<file path="config.mk">
export PLATFORM = sky130hd
export DESIGN_NAME = pm_ctrl
export DESIGN_NICKNAME = d
export VERILOG_FILES = /design/src/rtl/pm_pkg.sv /design/src/rtl/pm_phase.sv /design/src/rtl/pm_rst_qual.sv /design/src/rtl/pm_mode_fsm.sv /design/src/rtl/pm_ctrl.sv
export SDC_FILE = /design/constraint.sdc
export NUM_CORES = 1
export LEC_CHECK = 0
export BUFFER_PORTS_ARGS = -buffer_cell sky130_fd_sc_hd__buf_2
export CAP_MARGIN = 30
export CELL_PAD_IN_SITES_DETAIL_PLACEMENT = 2
export CELL_PAD_IN_SITES_GLOBAL_PLACEMENT = 2
export CORE_MARGIN = 5
export CORE_UTILIZATION = 32
export DETAILED_ROUTE_END_ITERATION = 6
export GPL_TIMING_DRIVEN = 0
export MAX_ROUTING_LAYER = met4
export PLACE_DENSITY = 0.78
export SYNTH_ARGS = -nofsm -noshare
export SYNTH_HDL_FRONTEND = slang
export SYNTH_SLANG_ARGS = --single-unit
</file>
<file path="constraint.sdc">
create_clock -name clk -period 2.3 [get_ports clk]
set_clock_uncertainty 0.05 [all_clocks]
set_input_delay 0.23 -clock clk [delete_from_list [all_inputs] [get_ports clk]]
set_output_delay 0.23 -clock clk [all_outputs]
set_load 0.005 [all_outputs]
</file>
<file path="src/rtl/pm_pkg.sv">
package pm_pkg;
  typedef enum logic [1:0] {
    PM_RUN   = 2'd0,
    PM_IDLE  = 2'd1,
    PM_PDOWN = 2'd2,
    PM_RESET = 2'd3
  } pm_mode_e;
endpackage

</file>
<file path="src/rtl/pm_phase.sv">
// Divides the running oscillator into clock-enable ticks.
// The counter only advances while the oscillator runs, so the phase freezes in power-down.
module pm_phase #(
  parameter int OSC_DIV = 2
) (
  input  logic clk,
  input  logic rst,
  input  logic run,
  output logic tick
);
  localparam int CW = (OSC_DIV > 1) ? $clog2(OSC_DIV) : 1;
  localparam logic [CW-1:0] LAST = CW'(OSC_DIV - 1);

  logic [CW-1:0] cnt_q;

  always_ff @(posedge clk) begin
    if (rst)
      cnt_q <= '0;
    else if (run)
      cnt_q <= (cnt_q == LAST) ? '0 : cnt_q + 1'b1;
  end

  assign tick = run && (cnt_q == '0);

  generate
    if (OSC_DIV > 1) begin : g_gap_chk
      // two ticks never fall on back-to-back cycles
      a_r4_tick_gap: assert property (@(posedge clk) disable iff (rst)
        tick |=> !tick);
    end
  endgenerate
endmodule

</file>
<file path="src/rtl/pm_rst_qual.sv">
// Counts consecutive oscillator periods with the reset pin high.
// The internal reset asserts only when the count reaches QUAL.
module pm_rst_qual #(
  parameter int QUAL = 24
) (
  input  logic clk,
  input  logic rst,
  input  logic pin,
  input  logic run,
  output logic hit_d,
  output logic hit_q
);
  localparam int CW = $clog2(QUAL + 1);
  localparam logic [CW-1:0] FULL = CW'(QUAL);

  logic [CW-1:0] cnt_q, cnt_d;

  always_comb begin
    if (!pin)
      cnt_d = '0;
    else if (run && (cnt_q != FULL))
      cnt_d = cnt_q + 1'b1;
    else
      cnt_d = cnt_q;
  end

  assign hit_d = pin && (cnt_d == FULL);

  always_ff @(posedge clk) begin
    if (rst) begin
      cnt_q <= '0;
      hit_q <= 1'b0;
    end else begin
      cnt_q <= cnt_d;
      hit_q <= hit_d;
    end
  end

  // the internal reset rises only while the pin is held high
  a_r2_rise_pin_high: assert property (@(posedge clk) disable iff (rst)
    $rose(hit_q) |-> $past(pin));
  // the internal reset falls only after the pin has dropped
  a_r3_fall_pin_low: assert property (@(posedge clk) disable iff (rst)
    $fell(hit_q) |-> !$past(pin));
endmodule

</file>
<file path="src/rtl/pm_mode_fsm.sv">
// Mode sequencer: run, idle, power-down and reset, with asymmetric exits.
module pm_mode_fsm
  import pm_pkg::*;
(
  input  logic     clk,
  input  logic     rst,
  input  logic     rst_hit,
  input  logic     idle_req,
  input  logic     pd_req,
  input  logic     irq_pend,
  output pm_mode_e mode_d,
  output pm_mode_e mode_q,
  output logic     guard_q
);
  logic exit_d;

  always_comb begin
    mode_d = mode_q;
    if (rst_hit)
      mode_d = PM_RESET;
    else begin
      unique case (mode_q)
        PM_RESET: mode_d = PM_RUN;
        PM_RUN: begin
          if (!guard_q) begin
            if (pd_req)
              mode_d = PM_PDOWN;
            else if (idle_req)
              mode_d = PM_IDLE;
          end
        end
        PM_IDLE:  if (irq_pend) mode_d = PM_RUN;
        PM_PDOWN: mode_d = PM_PDOWN;
        default:  mode_d = PM_RUN;
      endcase
    end
  end

  assign exit_d = ((mode_q == PM_IDLE) || (mode_q == PM_PDOWN)) && (mode_d != mode_q);

  always_ff @(posedge clk) begin
    if (rst) begin
      mode_q  <= PM_RUN;
      guard_q <= 1'b0;
    end else begin
      mode_q  <= mode_d;
      guard_q <= exit_d;
    end
  end

  // power-down is left only towards the reset state
  a_r8_pd_only_reset: assert property (@(posedge clk) disable iff (rst)
    (mode_q == PM_PDOWN) |=> (mode_q == PM_PDOWN) || (mode_q == PM_RESET));
  // power-down wins over idle when both requests are set
  a_r9_pd_wins: assert property (@(posedge clk) disable iff (rst)
    (mode_q == PM_RUN && !guard_q && pd_req && idle_req && !rst_hit) |=> (mode_q == PM_PDOWN));
  // a pending interrupt ends idle
  a_r6_irq_wakes: assert property (@(posedge clk) disable iff (rst)
    (mode_q == PM_IDLE && irq_pend && !rst_hit) |=> (mode_q == PM_RUN));
endmodule

</file>
<file path="src/rtl/pm_ctrl.sv">
// Top: qualifies reset, sequences the low-power modes and registers every output.
module pm_ctrl
  import pm_pkg::*;
#(
  parameter int OSC_DIV   = 2,
  parameter int MC_STATES = 6,
  parameter int RST_MCYC  = 2
) (
  input  logic       clk,
  input  logic       rst,
  input  logic       rst_pin,
  input  logic       idle_req,
  input  logic       pd_req,
  input  logic       irq_pend,
  output logic       sys_rst_o,
  output logic       cpu_ce_o,
  output logic       per_ce_o,
  output logic       osc_en_o,
  output logic       req_clr_o,
  output logic [1:0] mode_o
);
  localparam int OSC_PER_MC = OSC_DIV * MC_STATES;
  localparam int QUAL       = OSC_PER_MC * RST_MCYC;

  logic     tick, hit_d, hit_q, guard_q;
  pm_mode_e mode_d, mode_q;
  logic     osc_q, cpu_q, per_q;

  pm_phase #(.OSC_DIV(OSC_DIV)) u_phase (
    .clk (clk), .rst (rst), .run (osc_q), .tick (tick)
  );

  pm_rst_qual #(.QUAL(QUAL)) u_qual (
    .clk (clk), .rst (rst), .pin (rst_pin), .run (osc_q),
    .hit_d (hit_d), .hit_q (hit_q)
  );

  pm_mode_fsm u_fsm (
    .clk (clk), .rst (rst), .rst_hit (hit_d),
    .idle_req (idle_req), .pd_req (pd_req), .irq_pend (irq_pend),
    .mode_d (mode_d), .mode_q (mode_q), .guard_q (guard_q)
  );

  always_ff @(posedge clk) begin
    if (rst) begin
      osc_q <= 1'b1;
      cpu_q <= 1'b0;
      per_q <= 1'b0;
    end else begin
      osc_q <= (mode_d != PM_PDOWN) || rst_pin;
      cpu_q <= tick && (mode_d == PM_RUN);
      per_q <= tick && ((mode_d == PM_RUN) || (mode_d == PM_IDLE));
    end
  end

  assign sys_rst_o = hit_q;
  assign cpu_ce_o  = cpu_q;
  assign per_ce_o  = per_q;
  assign osc_en_o  = osc_q;
  assign req_clr_o = guard_q;
  assign mode_o    = mode_q;

  // no clock enable while powered down
  a_r7_pd_quiet: assert property (@(posedge clk) disable iff (rst)
    (mode_o == 2'd2) |-> !cpu_ce_o && !per_ce_o);
  // the CPU enable stays off in idle
  a_r5_idle_cpu_off: assert property (@(posedge clk) disable iff (rst)
    (mode_o == 2'd1) |-> !cpu_ce_o);
  // the clear strobe lasts one cycle
  a_r10_clr_single: assert property (@(posedge clk) disable iff (rst)
    req_clr_o |=> !req_clr_o);
  // the reset mode and the internal reset go together
  a_r3_mode_tracks_rst: assert property (@(posedge clk) disable iff (rst)
    sys_rst_o |-> (mode_o == 2'd3));
endmodule

</file>
Word level (Yosys, flattened, before mapping)

Cells that the tools add are included.

Bits in registers: 13
Latch bits: 0
Memory bits (writable): 0
Bits in read-only memories: 0
Bits of input ports: 6
Output and inout port bits: 7
Word-level logic and storage cells: 39
Memories: 0

$add $sub $neg: 2
$mul: 0
Divide/modulo/power cells: 0
Magnitude comparators: 0
Equal/unequal tests: 8
Shift operators: 0
Mux-type cells: 9
Bitwise gates (word level): 1
Reduce and logical (&&, ||, !) cells: 11

Operators by type and width:

| operator                                                              | count |
|---|---|
| 2-bit two-way mux                                                     | 5 |
| 5-bit two-way mux                                                     | 2 |
| 2-bit case mux with 4 select lines                                    | 1 |
| 1-bit logical AND                                                     | 6 |
| 5-bit by 1-bit adder with 5-bit output, second input constant         | 1 |
| 5-bit equality test, second input constant                            | 1 |
| 5-bit != test, second input constant                                  | 1 |
| 2-bit by 1-bit equality test with 1-bit output, second input constant | 2 |
| 2-bit equality test, second input constant                            | 2 |
| 2-bit zero test                                                       | 2 |
| 1-bit logical OR                                                      | 3 |
| 2-bit != test                                                         | 1 |
| 2-bit != test, second input constant                                  | 1 |
| 1-bit adder, second input constant                                    | 1 |
| 1-bit two-way mux                                                     | 1 |
| 1-bit inverter                                                        | 1 |

Longest topological paths before layout

Depth in word-level cells: 10
Depth in mapped cells: 8
Gate-level depth less buffers: 8

Modules after synthesis

A second synthesis with hierarchy kept.

Cells, all modules: 83
Area, all modules: 772.0 um2

By module, submodules not included:

| module      | instances | cells an instance | area each (um2) | sequential area each (um2) |
|---|---|---|---|---|
| pm_rst_qual | 1         | 40                | 369.1           | 120.1 |
| pm_mode_fsm | 1         | 33                | 275.3           | 60.1 |
| pm_ctrl     | 1         | 6                 | 86.3            | 60.1 |
| pm_phase    | 1         | 4                 | 41.3            | 20.0 |

Worst setup path after synthesis

Ideal clock, no wire load.

Path type: register to register
From: register u_qual.cnt_q[0]
To: register u_fsm.guard_q
Setup time: 0.120 ns
Arrival: 1.628 ns
Data required time: 2.130 ns
Path slack: 0.502 ns
Stages on the path, launching flop included: 9
Buffers on the path: 0
Period minus slack after synthesis: 1.798 ns
Cell sequence: dfxtp_1 > inv_1 > ha_1 > nand3_1 > o21ai_2 > mux2i_1 > o22ai_4 > xnor2_1 > a21oi_2

Cells in the longest elaborated chain, start to end: 9
Elaborated cells on any way between the ends: 10
Those cells by class: add/sub (1); eq/ne (3); mux (3); reduce/logical (3)

Ends and longest elaborated chain:

| item                                                                           | RTL line          | source |
|---|---|---|
| start: declaration                                                             | pm_rst_qual.sv:16 | `logic [CW-1:0] cnt_q, cnt_d;` |
| start signal: assignment                                                       | pm_rst_qual.sv:34 | `cnt_q <= cnt_d;` |
| branches (longest 2 deep; another with 5-bit by 1-bit adder with 5-bit output) | -                 |  |
| 5-bit two-way mux (*)                                                          | pm_rst_qual.sv:21 | `else if (run && (cnt_q != FULL))` |
| 5-bit two-way mux (*)                                                          | pm_rst_qual.sv:19 | `if (!pin)` |
| 5-bit equality test (*)                                                        | pm_rst_qual.sv:27 | `assign hit_d = pin && (cnt_d == FULL);` |
| 1-bit logical AND (*)                                                          | pm_rst_qual.sv:27 |  |
| 2-bit two-way mux (*)                                                          | pm_mode_fsm.sv:19 | `if (rst_hit)` |
| 2-bit != test (*)                                                              | pm_mode_fsm.sv:39 | `assign exit_d = ((mode_q == PM_IDLE) \|\| (mode_q == PM_PDOWN)) && (mode_d != mode_q);` |
| 1-bit logical AND (*)                                                          | pm_mode_fsm.sv:39 |  |
| end signal: assignment                                                         | pm_mode_fsm.sv:47 | `guard_q <= exit_d;` |
| end: declaration                                                               | pm_mode_fsm.sv:13 | `output logic guard_q` |

Mark *: on every way between the ends.
A chain may end at the register's enable or synchronous reset.

Worst setup path after layout

Ends and elaborated chain as after synthesis.

==> impl_metrics.json <==
{
  "fmaxAchievable_ghz": 0.499,
  "groute.usage.overall": 0.109,
  "cts.reportedPaths.clkPinSlew_ns": 0.08,
  "power.combinational.fraction": 0.281,
  "max_cap_violations": 0,
  "total_power_mw": 0.576,
  "holdBufCountCts": 0,
  "clkSinkCount": 13,
  "area_growth_pct": 18.0,
  "port-buffer-count": 12,
  "cp_data_arrival_time_ns": 2.13,
  "drt_iter0_markers": 1,
  "grt_antenna_before_repair": 0,
  "synth_sequential_area_ratio": 0.390,
  "remaining_drc_errors": 0,
  "grt_setup_unrepaired": "false",
  "seq_pwr_share": 0.471,
  "globalplace.congestion": 0.739,
  "final.min_clock_period_ns": 2.00,
  "n_antenna_cell": 0,
  "yosys_register_bits": 13,
  "final_critical_path_setup_slack_ns": 0.298,
  "max-vdd-ir-drop_v": 0.000331,
  "post_cts.repair.setup_buffers": 0,
  "syn_area_cell_um2": 9.81,
  "vias_per_cell": 4.76,
  "ctsRootBufferMaster": "clkbuf_4",
  "max-clock-path-buffers": 2,
  "avgRoutedWirePerCell_um": 13.3,
  "p_int_mw": 0.393,
  "final_antenna_net_count": 0,
  "setup.worst_path.start_class": "flip-flop",
  "power.net_switching_mw": 0.182,
  "grt_start_max_net_pins": 9,
  "hold_path_class": "in -> reg",
  "synth_area_um2": 667,
  "fin_setup_tns_ns": 0,
  "synth_cell_types": 25,
  "layout.nets": 97,
  "synth.top_cells.by_area": "dfxtp_1 39%, ha_1 11%, nor2_1 5.1%",
  "post_cts_resize_count": 0,
  "fp-row-count": 16,
  "hold_viol": 0,
  "multi_input_area_um2": 388,
  "die_area_um2": 3100,
  "effective_utilization_at_floorplan": 0.336,
  "first_global_vias": 573,
  "yosys.area.top_type_share": 0.390,
  "synthFlopType": "dfxtp_1",
  "first_pass_grt_wire_length_um": 2550,
  "fill_cells": 227,
  "vias": 528,
  "die_width_um": 55.7,
  "power_leakage_nw": 0.330,
  "cp_max_fo": 4,
  "finalSetupViolCount": 0,
  "whs_ns": 0.166,
  "regArea_um2": 260,
  "final_hpwl_from_detailed_placement_um": 1180,
  "number_of_synthesized_flops_with_an_enable_pin": 0,
  "synth_area_leader_cell": "dfxtp_1",
  "cts_tree": "yes",
  "clock_insertion_delay_at_the_later_pin_of_the_skew_report_ns": 0.28,
  "ios": 13,
  "detailedRoute.firstPassIterationCount": 2,
  "place_worst_setup_slack_ns": 0.278,
  "grt_remaining_overflow": 0,
  "rel_slew_slack": 0.693,
  "class_of_the_most_critical_setup_path": "reg -> reg",
  "synth_most_common_cell": "dfxtp_1",
  "mapped_nets": 80,
  "post_route_cells_drive_above_1_share": 0.238,
  "outcome": "finished, final reports clean",
  "power.density_nw_per_um2": 732,
  "p_clk_frac": 0.248,
  "cts_max_level": 1,
  "min_period_over_period": 0.870,
  "critical_path_required_ns": 2.43,
  "tightest_slew_ns": 0.448,
  "cell_types_with_the_highest_counts_after_synthesis": "13 x dfxtp_1, 9 x nor2_1, 6 x ha_1",
  "synthesis_warning_total": 0,
  "die_span_in_y_um": 55.7,
  "placeableCoreArea_um2": 1980,
  "drt_wl_total_um": 1470,
  "setup.worst_path.end_class": "flip-flop",
  "count_of_mapped_cells_out_of_synthesis": 68,
  "synth_async_sr_flop_share": 0,
  "slew_viol_final": 0,
  "sw_frac_of_total": 0.317,
  "numCtsBuffers": 3
}
[registers in the layout, indices dropped and copies added, names as in the netlist]
name and count:
cpu_ce_o 1, osc_en_o 1, per_ce_o 1, u_fsm.guard_q 1
u_fsm.mode_q 2, u_phase.cnt_q 1, u_qual.cnt_q 5, u_qual.hit_q 1
[power by group through the flow]
stage | registers [mW] | clock network [mW] | logic (mW)
2_1_floorplan | 0.275 | 0 | 0.114
3_5_place_dp | 0.278 | 0 | 0.166
5_1_grt | 0.276 | 0.160 | 0.184
6_report | 0.271 | 0.143 | 0.162
4_1_cts | 0.273 | 0.154 | 0.167
3_3_place_gp | 0.276 | 0 | 0.158
[metrics by stage]
| stage | cells | util | instance area, um2 |
|---|---|---|---|
| floorplan | 68 | - | 667 |
| global placement | 107 | 0.384 | 761 |
| detailed placement | 107 | 0.384 | 761 |
| CTS | 111 | 0.397 | 787 |
| global route | 111 | 0.397 | 787 |
| finish | 111 | 0.397 | 787 |
[critical path: stages, from the launching register on]
cell and delay [ns]:
dfxtp_1 0.34, inv_1 0.11, ha_1 0.19, nand3_1 0.10, o21ai_2 0.24, mux2i_1 0.46
o22ai_4 0.16, xnor2_1 0.18, a21oi_2 0.07
[cell type report]
class | count | area share
clock buffers | 4 | 0.0334
inverters | 5 | 0.0238
multi-input cells | 50 | 0.493
flip-flops and latches | 13 | 0.331
well taps | 27 | 0.0429
repair buffers | 12 | 0.0763
[layout by cell type, fill, tap and decap left out, drive strengths merged, types with 2 or more instances in the layout]
cell    Yosys  layout
nor2        9       9
dfxtp      13      13
nand2b      4       4
a21oi       3       3
xor2        2       2
clkbuf      0       4
xnor2       3       3
mux2i       3       3
inv         5       5
nand2       2       2
o21ai       2       2
nand4       2       2
nor3        3       3
ha          6       6
buf         0      12
nor2b       2       2
[worst paths after layout]
| check | slack (ns) | endpoint | cells after the start | start |
|---|---|---|---|---|
| setup / recovery | 0.30 | u_fsm.guard_q | 8 | u_qual.cnt_q[0] |
| hold / removal | 0.17 | u_phase.cnt_q | 2 | rst |
| setup reg to reg | 0.30 | u_fsm.guard_q | 8 | u_qual.cnt_q[0] |
| hold reg to reg | 0.42 | u_phase.cnt_q | 2 | u_phase.cnt_q |
[metal layers]
layer,share of wire,global-route usage
met1,0.42,0.108
met5,0,-
met4,0.022,0.0521
met2,0.51,0.182
met3,0.048,0.0487
[kinds of logic (layout without fill, tap and decap cells)]
kind of cell | after synthesis | after routing | synth area share
AO/OA/AOI/OAI | 9 | 9 | 0.118
XOR/XNOR | 5 | 5 | 0.0657
adder cells (fa/ha/maj) | 6 | 6 | 0.113
buffers and inverters | 5 | 21 | 0.0281
flip-flops | 13 | 13 | 0.390
multiplexers | 3 | 3 | 0.0450
AND/OR/NAND/NOR | 27 | 27 | 0.240
(Power assumes the default switching activity.)
